File: config.mk
export PLATFORM = sky130hd
export DESIGN_NAME = dm_split_tlb
export DESIGN_NICKNAME = d
export VERILOG_FILES = /design/src/rtl/tlb_pkg.sv /design/src/rtl/tlb_addr_split.sv /design/src/rtl/tlb_tag_bank.sv /design/src/rtl/tlb_data_bank.sv /design/src/rtl/dm_split_tlb.sv
export SDC_FILE = /design/constraint.sdc
export NUM_CORES = 2
export LEC_CHECK = 0
export BUFFER_PORTS_ARGS = -buffer_cell sky130_fd_sc_hd__buf_2
export CAP_MARGIN = 20
export CORE_ASPECT_RATIO = 1.4
export CORE_MARGIN = 1
export CORE_UTILIZATION = 31
export CTS_CLUSTER_DIAMETER = 100
export DETAILED_ROUTE_END_ITERATION = 8
export PLACE_DENSITY = 0.53
export SLEW_MARGIN = 20
export SYNTH_ARGS = -nofsm -noshare
export SYNTH_HDL_FRONTEND = slang
export SYNTH_SLANG_ARGS = --single-unit
File: constraint.sdc
create_clock -name clk -period 4.3 [get_ports clk]
set_input_delay 0.645 -clock clk [delete_from_list [all_inputs] [get_ports clk]]
set_output_delay 0.645 -clock clk [all_outputs]
set_load 0.01 [all_outputs]
File: src/rtl/tlb_pkg.sv
package tlb_pkg;
    typedef enum logic [1:0] {
        ACC_FETCH = 2'd0,
        ACC_LOAD  = 2'd1,
        ACC_STORE = 2'd2,
        ACC_RSVD  = 2'd3
    } acc_e;

    localparam int NUM_KINDS = 3;
endpackage

File: src/rtl/tlb_addr_split.sv
module tlb_addr_split #(
    parameter int VPN_W = 20,
    parameter int OFF_W = 12,
    parameter int IDX_W = 4
) (
    input  logic [VPN_W+OFF_W-1:0] vaddr,
    output logic [VPN_W-1:0]       vpn,
    output logic [IDX_W-1:0]       idx,
    output logic [OFF_W-1:0]       off
);
    assign vpn = vaddr[VPN_W+OFF_W-1:OFF_W];
    assign idx = vaddr[OFF_W +: IDX_W];
    assign off = vaddr[OFF_W-1:0];
endmodule

File: src/rtl/tlb_tag_bank.sv
module tlb_tag_bank #(
    parameter int ENTRIES = 16,
    parameter int IDX_W   = 4,
    parameter int VPN_W   = 20
) (
    input  logic             clk,
    input  logic             rst_n,
    input  logic             flush,
    input  logic             rf_en,
    input  logic             rf_own,
    input  logic [IDX_W-1:0] rf_idx,
    input  logic [VPN_W-1:0] rf_vpn,
    input  logic [IDX_W-1:0] rd_idx,
    output logic [VPN_W-1:0] rd_tag
);
    logic [VPN_W-1:0] tag_q [ENTRIES];

    // all-ones is the invalid marker
    always_ff @(posedge clk or negedge rst_n) begin
        if (!rst_n) begin
            for (int i = 0; i < ENTRIES; i++) tag_q[i] <= '1;
        end else if (flush) begin
            for (int i = 0; i < ENTRIES; i++) tag_q[i] <= '1;
        end else if (rf_en) begin
            if (rf_own)
                tag_q[rf_idx] <= rf_vpn;
            else if (tag_q[rf_idx] != rf_vpn)
                tag_q[rf_idx] <= '1;
        end
    end

    assign rd_tag = tag_q[rd_idx];
endmodule

File: src/rtl/tlb_data_bank.sv
module tlb_data_bank #(
    parameter int ENTRIES = 16,
    parameter int IDX_W   = 4,
    parameter int PPN_W   = 20
) (
    input  logic             clk,
    input  logic             rst_n,
    input  logic             wr_en,
    input  logic [IDX_W-1:0] wr_idx,
    input  logic [PPN_W-1:0] wr_ppn,
    input  logic [IDX_W-1:0] rd_idx,
    output logic [PPN_W-1:0] rd_ppn
);
    logic [PPN_W-1:0] ppn_q [ENTRIES];

    always_ff @(posedge clk or negedge rst_n) begin
        if (!rst_n) begin
            for (int i = 0; i < ENTRIES; i++) ppn_q[i] <= '0;
        end else if (wr_en) begin
            ppn_q[wr_idx] <= wr_ppn;
        end
    end

    assign rd_ppn = ppn_q[rd_idx];
endmodule

File: src/rtl/dm_split_tlb.sv
module dm_split_tlb
    import tlb_pkg::*;
#(
    parameter int ENTRIES = 16,
    parameter int VPN_W   = 20,
    parameter int PPN_W   = 20,
    parameter int OFF_W   = 12,
    localparam int IDX_W   = $clog2(ENTRIES),
    localparam int VADDR_W = VPN_W + OFF_W,
    localparam int PADDR_W = PPN_W + OFF_W
) (
    input  logic               clk,
    input  logic               rst_n,
    input  logic               flush,
    input  logic [VADDR_W-1:0] lk_vaddr,
    input  logic [1:0]         lk_type,
    output logic               lk_hit,
    output logic [PADDR_W-1:0] lk_paddr,
    input  logic               rf_en,
    input  logic [VADDR_W-1:0] rf_vaddr,
    input  logic [1:0]         rf_type,
    input  logic [PPN_W-1:0]   rf_ppn
);
    logic [VPN_W-1:0] lk_vpn, rf_vpn;
    logic [IDX_W-1:0] lk_idx, rf_idx;
    logic [OFF_W-1:0] lk_off, rf_off_unused;
    logic [VPN_W-1:0] kind_tag [NUM_KINDS];
    logic [PPN_W-1:0] slot_ppn;
    logic [VPN_W-1:0] sel_tag;
    logic             sel_ok;

    tlb_addr_split #(.VPN_W(VPN_W), .OFF_W(OFF_W), .IDX_W(IDX_W)) u_lk_split (
        .vaddr(lk_vaddr), .vpn(lk_vpn), .idx(lk_idx), .off(lk_off)
    );

    tlb_addr_split #(.VPN_W(VPN_W), .OFF_W(OFF_W), .IDX_W(IDX_W)) u_rf_split (
        .vaddr(rf_vaddr), .vpn(rf_vpn), .idx(rf_idx), .off(rf_off_unused)
    );

    for (genvar g = 0; g < NUM_KINDS; g++) begin : g_kind
        logic own;
        assign own = (rf_type == 2'(g));
        tlb_tag_bank #(.ENTRIES(ENTRIES), .IDX_W(IDX_W), .VPN_W(VPN_W)) u_tags (
            .clk    (clk),
            .rst_n  (rst_n),
            .flush  (flush),
            .rf_en  (rf_en),
            .rf_own (own),
            .rf_idx (rf_idx),
            .rf_vpn (rf_vpn),
            .rd_idx (lk_idx),
            .rd_tag (kind_tag[g])
        );
    end

    tlb_data_bank #(.ENTRIES(ENTRIES), .IDX_W(IDX_W), .PPN_W(PPN_W)) u_data (
        .clk    (clk),
        .rst_n  (rst_n),
        .wr_en  (rf_en && !flush),
        .wr_idx (rf_idx),
        .wr_ppn (rf_ppn),
        .rd_idx (lk_idx),
        .rd_ppn (slot_ppn)
    );

    always_comb begin
        sel_tag = '1;
        sel_ok  = 1'b0;
        unique case (acc_e'(lk_type))
            ACC_FETCH: begin sel_tag = kind_tag[0]; sel_ok = 1'b1; end
            ACC_LOAD:  begin sel_tag = kind_tag[1]; sel_ok = 1'b1; end
            ACC_STORE: begin sel_tag = kind_tag[2]; sel_ok = 1'b1; end
            ACC_RSVD:  begin sel_tag = '1;          sel_ok = 1'b0; end
        endcase
    end

    assign lk_hit   = sel_ok && (sel_tag == lk_vpn) && (lk_vpn != '1);
    assign lk_paddr = {slot_ppn, lk_off};
endmodule

==> Word level (Yosys, flattened, before mapping) <==
Cells that the tools add are included.
{ "op_classes": {"addsub": 0, "multipliers": 0, "div": 0, "magnitude_cmp": 3, "eq_ne": 10, "n_shift": 0, "mux": 41, "n_bitwise": 5, "n_reduce_logical": 15} }
{ "ops": {"columns": ["operator", "n"], "rows": [
  ["2-to-1 mux 320 bit", 12],
  ["bitwise mux 320 bit", 4],
  ["OR 320 bit", 3],
  ["binary-select mux 20 bit (select 4 bit)", 7],
  ["2-to-1 mux 20 bit", 15],
  ["demux 20 bit (select 4 bit)", 1],
  ["case mux 20 bit (4 select lines)", 1],
  ["!= test 20 bit", 3],
  ["== test 20 bit", 1],
  ["!= test 20 bit, second input constant", 1],
  [">= comparator 5 bit, second input constant", 2],
  ["NOT 4 -> 5 bit", 2],
  ["nonzero test 3 bit", 3],
  ["== test 2 bit, second input constant", 3],
  ["AND reduction 2 bit", 3],
  ["less-than comparator 5 x 1 -> 1 bit, second input constant", 1],
  ["== test 2 x 1 -> 1 bit, second input constant", 2],
  ["logical AND 1 bit", 4],
  ["logical NOT 2 bit", 2],
  ["OR reduction 3 bit", 1],
  ["case mux 1 bit (2 select lines)", 1],
  ["nonzero test 2 bit", 1],
  ["logical NOT 1 bit", 1]
]} }
{ "totals": {"register_bits": 1280, "latchBits": 0, "mem_bits_rw": 0, "mem_bits_ro": 0, "mem_count": 0} }

==> Depth between registers and ports, before layout <==
{ "depth": {"word_depth": 10, "mapped_depth": 19, "mapped_depth_nobuf": 8} }

==> Cells and area by module <==
Synthesis repeated with hierarchy kept, for this count alone.
{ "unflattened": {"hier_cells": 6856, "hier_area_um2": 75424.8} }
{ "modules_own_cells": {"columns": ["module", "n_inst", "cells_per_inst", "area_each_um2"], "rows": [
  ["tlb_tag_bank", 3, 1925, 19816.5],
  ["tlb_data_bank", 1, 888, 14574.0],
  ["dm_split_tlb", 1, 121, 860.8],
  ["tlb_addr_split", 2, 36, 270.3]
]} }

==> Worst setup path after synthesis <==
Ideal clock, no wire load.
{ "synth_path": {"path_type": "input-to-output", "start": "in lk_vaddr[12]", "end": "out lk_paddr[31]", "arrival_ps": 3908, "t_required_ps": 3655, "path_slack_ps": -253, "cell_stages": 8, "n_path_buf": 6, "path_cell_list": "buf_2 buf_2 buf_1 buf_2 clkbuf_1 buf_1 mux4_2 mux4_2"} }
{ "synth_via": {"elab_chain_cells": 4} }
{ "synth_rtl": {"columns": ["element", "line_no", "source"], "rows": [
  ["start: declaration", "dm_split_tlb.sv:15", "input logic [VADDR_W-1:0] lk_vaddr,"],
  ["NOT 4 -> 5 bit (not written as such)", "tlb_data_bank.sv:24", "assign rd_ppn = ppn_q[rd_idx];"],
  ["binary-select mux 20 bit (select 4 bit)", "tlb_data_bank.sv:24", null],
  ["2-to-1 mux 20 bit (not written as such) (2 in series)", "tlb_data_bank.sv:24", null],
  ["end: declaration", "dm_split_tlb.sv:18", "output logic [PADDR_W-1:0] lk_paddr,"]
]} }
No other way between the ends. The select of a mux whose other input is x is not followed.

==> Worst setup path in the final report <==
{ "layout_path": {"start": "in lk_type[1]", "end": "out lk_hit"} }
{ "layout_via": {"elab_chain_cells": 5} }
{ "layout_rtl": {"columns": ["element", "line_no", "source"], "rows": [
  ["start: declaration", "dm_split_tlb.sv:16", "input logic [1:0] lk_type,"],
  ["== test 2 bit, or another cell as far along", "dm_split_tlb.sv:69", "unique case (acc_e'(lk_type))"],
  ["case mux 20 bit (4 select lines) / OR reduction 3 bit (equally long branches)", null, null],
  ["== test 20 bit / case mux 1 bit (2 select lines) (equally long branches)", "dm_split_tlb.sv:77, dm_split_tlb.sv:69", null],
  ["logical AND 1 bit * (2 in series)", "dm_split_tlb.sv:77", "assign lk_hit = sel_ok && (sel_tag == lk_vpn) && (lk_vpn != '1);"],
  ["end: declaration", "dm_split_tlb.sv:17", "output logic lk_hit,"]
]} }
Mark *: on every way between the ends. The rest lies on a longest branch, timed or not.

==> impl_metrics.toml <==
[final_layout]
syn2layout_area_growth_pct = 18.9
stdcell_area_mm2 = 0.0793
fillers = 20500
final_cell_mix = "960 x dfstp_2, 622 x o22a_1, 517 x mux4_2"
layout_commonest_cell = "dfstp_2"
fin_nets = 5146
layout-drive-gt1-share_pct = 56.0
utilization_pct = 37.1

[place]
place_area_mm2 = 0.0743
dpl.hpwl_mm = 192
gp_congestion = 0.993
dp_slack_ns = -0.935
io_buffers = 88

[yosys]
syn_inst = 4769
synthAdderAreaFrac_pct = 0
synthSimpleGateAreaFrac_pct = 4.42
postSynth.asyncResetShare_pct = 100
synthXorXnorAreaFrac_pct = 0.827
synth-compound-area-share_pct = 15.5
avgSynthCellArea_um2 = 14.0
synth_nets = 4861
synth-seq-area-share_pct = 49.8
synth_top_family_by_area = "multiplexers"
synth_ff_type = "dfstp_2"
syn_area_mm2 = 0.0667
synth_mux_area_share_pct = 25.5
ys_ff_latch = 1280
synth_edf_count = 0
ys_types = 86
synth_warnings = 0

[critical_path]
cp_max_fo = 15
crit_family = "simple AND/OR/NAND/NOR gates"
cp_num_buf_inv = 7
cp.arrival_ns = 4.00
crit_type = "in -> out"
required_ns = 3.65
critPathMaxStageDelay_ns = 0.85
worst_setup_path_start_kind = "primary input"
cpMostUsedCell = "buf_4"
critPathLaunch = "lk_type[1]"
cp-end-kind = "primary output"
crit_path_cell_trace = "buf_2 -> buf_4 -> nor2_1 -> nand3_1 -> buf_4 -> nand3_1 -> buf_4 -> xnor2_1 -> nor4_2 -> buf_4 -> nand4_1 -> nor4_4 -> buf_4 -> buf_6"
critPathSlowestCell = "nor2_1"
r2r_start = "g_kind[2].u_tags.tag_q[172]"

[timing]
post-route-min-period_ns = 4.64
tightest_slew_ns = 1.18
post-route-worst-setup-slack_ns = -0.341
max_slew_margin_pct = 21.4
slew_viol_final = 0
whs_ns = 0.288
finalClockSkew_ns = 0.0402
rsz0062_at_grt = "yes"
hold_violations = 0
finalSetupViolCount = 1
fin_crit_sh_pct = 108
clock.fmax_mhz = 215

[global_routing]
grt.total_usage_pct = 26.0
grt_pass1_wl_mm = 401
overflow = 0
antenna_found_initial = 23
grt_pass1_vias = 50600
grt_max_degree = 122

[power_and_ir_drop]
static-leakage-power_uw = 0.0287
p_per_area_mw_per_mm2 = 373
irDropWorstVdd_mv = 0.385

[detailed_routing]
vias = 49100
drt_iter0_drc = 4617
final_antenna_net_count = 0
route.detailed.drc = 4
drt-vias-per-instance = 6.13
wire_per_inst_um = 35.5
drt-pass1-iter-count = 8
wl_mm = 285

[floorplanning]
pin_count = 125
num_rows = 201
die_y_um = 551
design.die.area_mm2 = 0.217
core_mm2 = 0.214
start_util_pct = 31.2
die_w_um = 394

[run]
drv_cap = 0

[clock_tree]
cts_tree = "yes"
root_buffer = "clkbuf_16"
cts_max_level = 4
clkSlewWorstSetupHoldPaths_ns = 0.06
cts_buffers = 141
clk_path_buf_depth = 3
cts.sinks = 1280
worstSkewPairLatency_ns = 0.83

[status]
violations = "design-rule violations, negative setup slack"
status = "finished, violations left"

[hold_path]
hold_start = "rf_ppn[12]"
hold_path_class = "in -> reg"
==> Yosys cell counts, types with 31 or more instances <==
cell / number / area (um2)
o22a_1: 622 / 5450
dfstp_2: 960 / 25200
clkbuf_1: 328 / 1230
inv_1: 58 / 218
mux2i_1: 123 / 1230
nor2_1: 86 / 323
a21oi_1: 70 / 350
nor3_1: 31 / 155
a22oi_1: 43 / 323
o31ai_1: 41 / 308
xnor2_1: 45 / 394
mux4_2: 517 / 11600
o22ai_1: 79 / 494
a31oi_1: 32 / 200
o21ai_0: 81 / 405
or2_2: 59 / 369
buf_2: 90 / 450
nand3_1: 36 / 180
dfrtp_1: 320 / 8010
nand2_1: 151 / 567
mux2_2: 368 / 4140
or2_1: 43 / 269
a2bb2oi_1: 145 / 1270
buf_1: 41 / 154
nand2b_1: 47 / 294
==> routing by layer <==
metal	track usage (%)	up-vias	share of wire, %
met2	41.4	2468	46
met4	19.3	28	8.7
met1	31.2	26400	37
li1	-	19400	-
met5	0	-	0.060
met3	5.27	854	7.5
==> what timing repair did <==
item                       4_1_cts  5_1_grt
pin swaps                        9        1
gates resized for setup         32        3
setup buffers                    2        0
hold endpoints to repair        22        0
setup endpoints to repair        1        1
hold buffers                     1        0
gates cloned                     1        0
==> registers in the layout, summed over array words and instances, names as in the netlist <==
signal,flops
g_kind.u_tags.tag_q,960
u_data.ppn_q,320
==> kinds of logic (layout without fill, tap and decap cells) <==
group	count (synthesis)	after routing
compound gates	1288	1288
xor+xnor	63	63
buf+inv	572	971
flops	1280	1280
mux	1008	1008
other cells	0	7
simple gates	558	558
==> power breakdown <==
part	switching, uW	internal [uW]	total, uW
logic	2250	1700	3960
clock network	5400	7160	12600
registers	314	12800	13100
==> cell type report <==
type                    count  area (um2)  area share [%]
flip-flops and latches   1280       33200            41.9
multi-input cells        2917       31200            39.4
repair buffers            651        6310            7.96
clock buffers             216        4290            5.41
well taps                2842        3560            4.48
clock inverters            41         434           0.547
inverters                  63         236           0.298
diodes                      7        17.5          0.0221
==> final timing paths <==
kind                                          endpoint  slack [ns]  cells after the start
min reg2reg                g_kind[1].u_tags.tag_q[100]        0.47                      2
min in group asynchronous             u_data.ppn_q[54]        0.50                      2
max in group asynchronous  g_kind[1].u_tags.tag_q[308]        2.44                      3
max                                             lk_hit       -0.34                     14
max reg2reg                  g_kind[2].u_tags.tag_q[3]        0.51                     11
min                                  u_data.ppn_q[312]        0.29                      2
==> stage by stage <==
| stage | TNS, ns | cells | total power, uW |
|---|---|---|---|
| finish | -0.341 | 8017 | 29600 |
| global route | -0.327 | 8011 | 30500 |
| CTS | -0.155 | 8010 | 29800 |
| detailed placement | -168.30 | 7750 | 17200 |
| global placement | -157.83 | 7749 | 17100 |
| floorplan | 0 | 4769 | 15300 |
(Power assumes the default switching activity.)
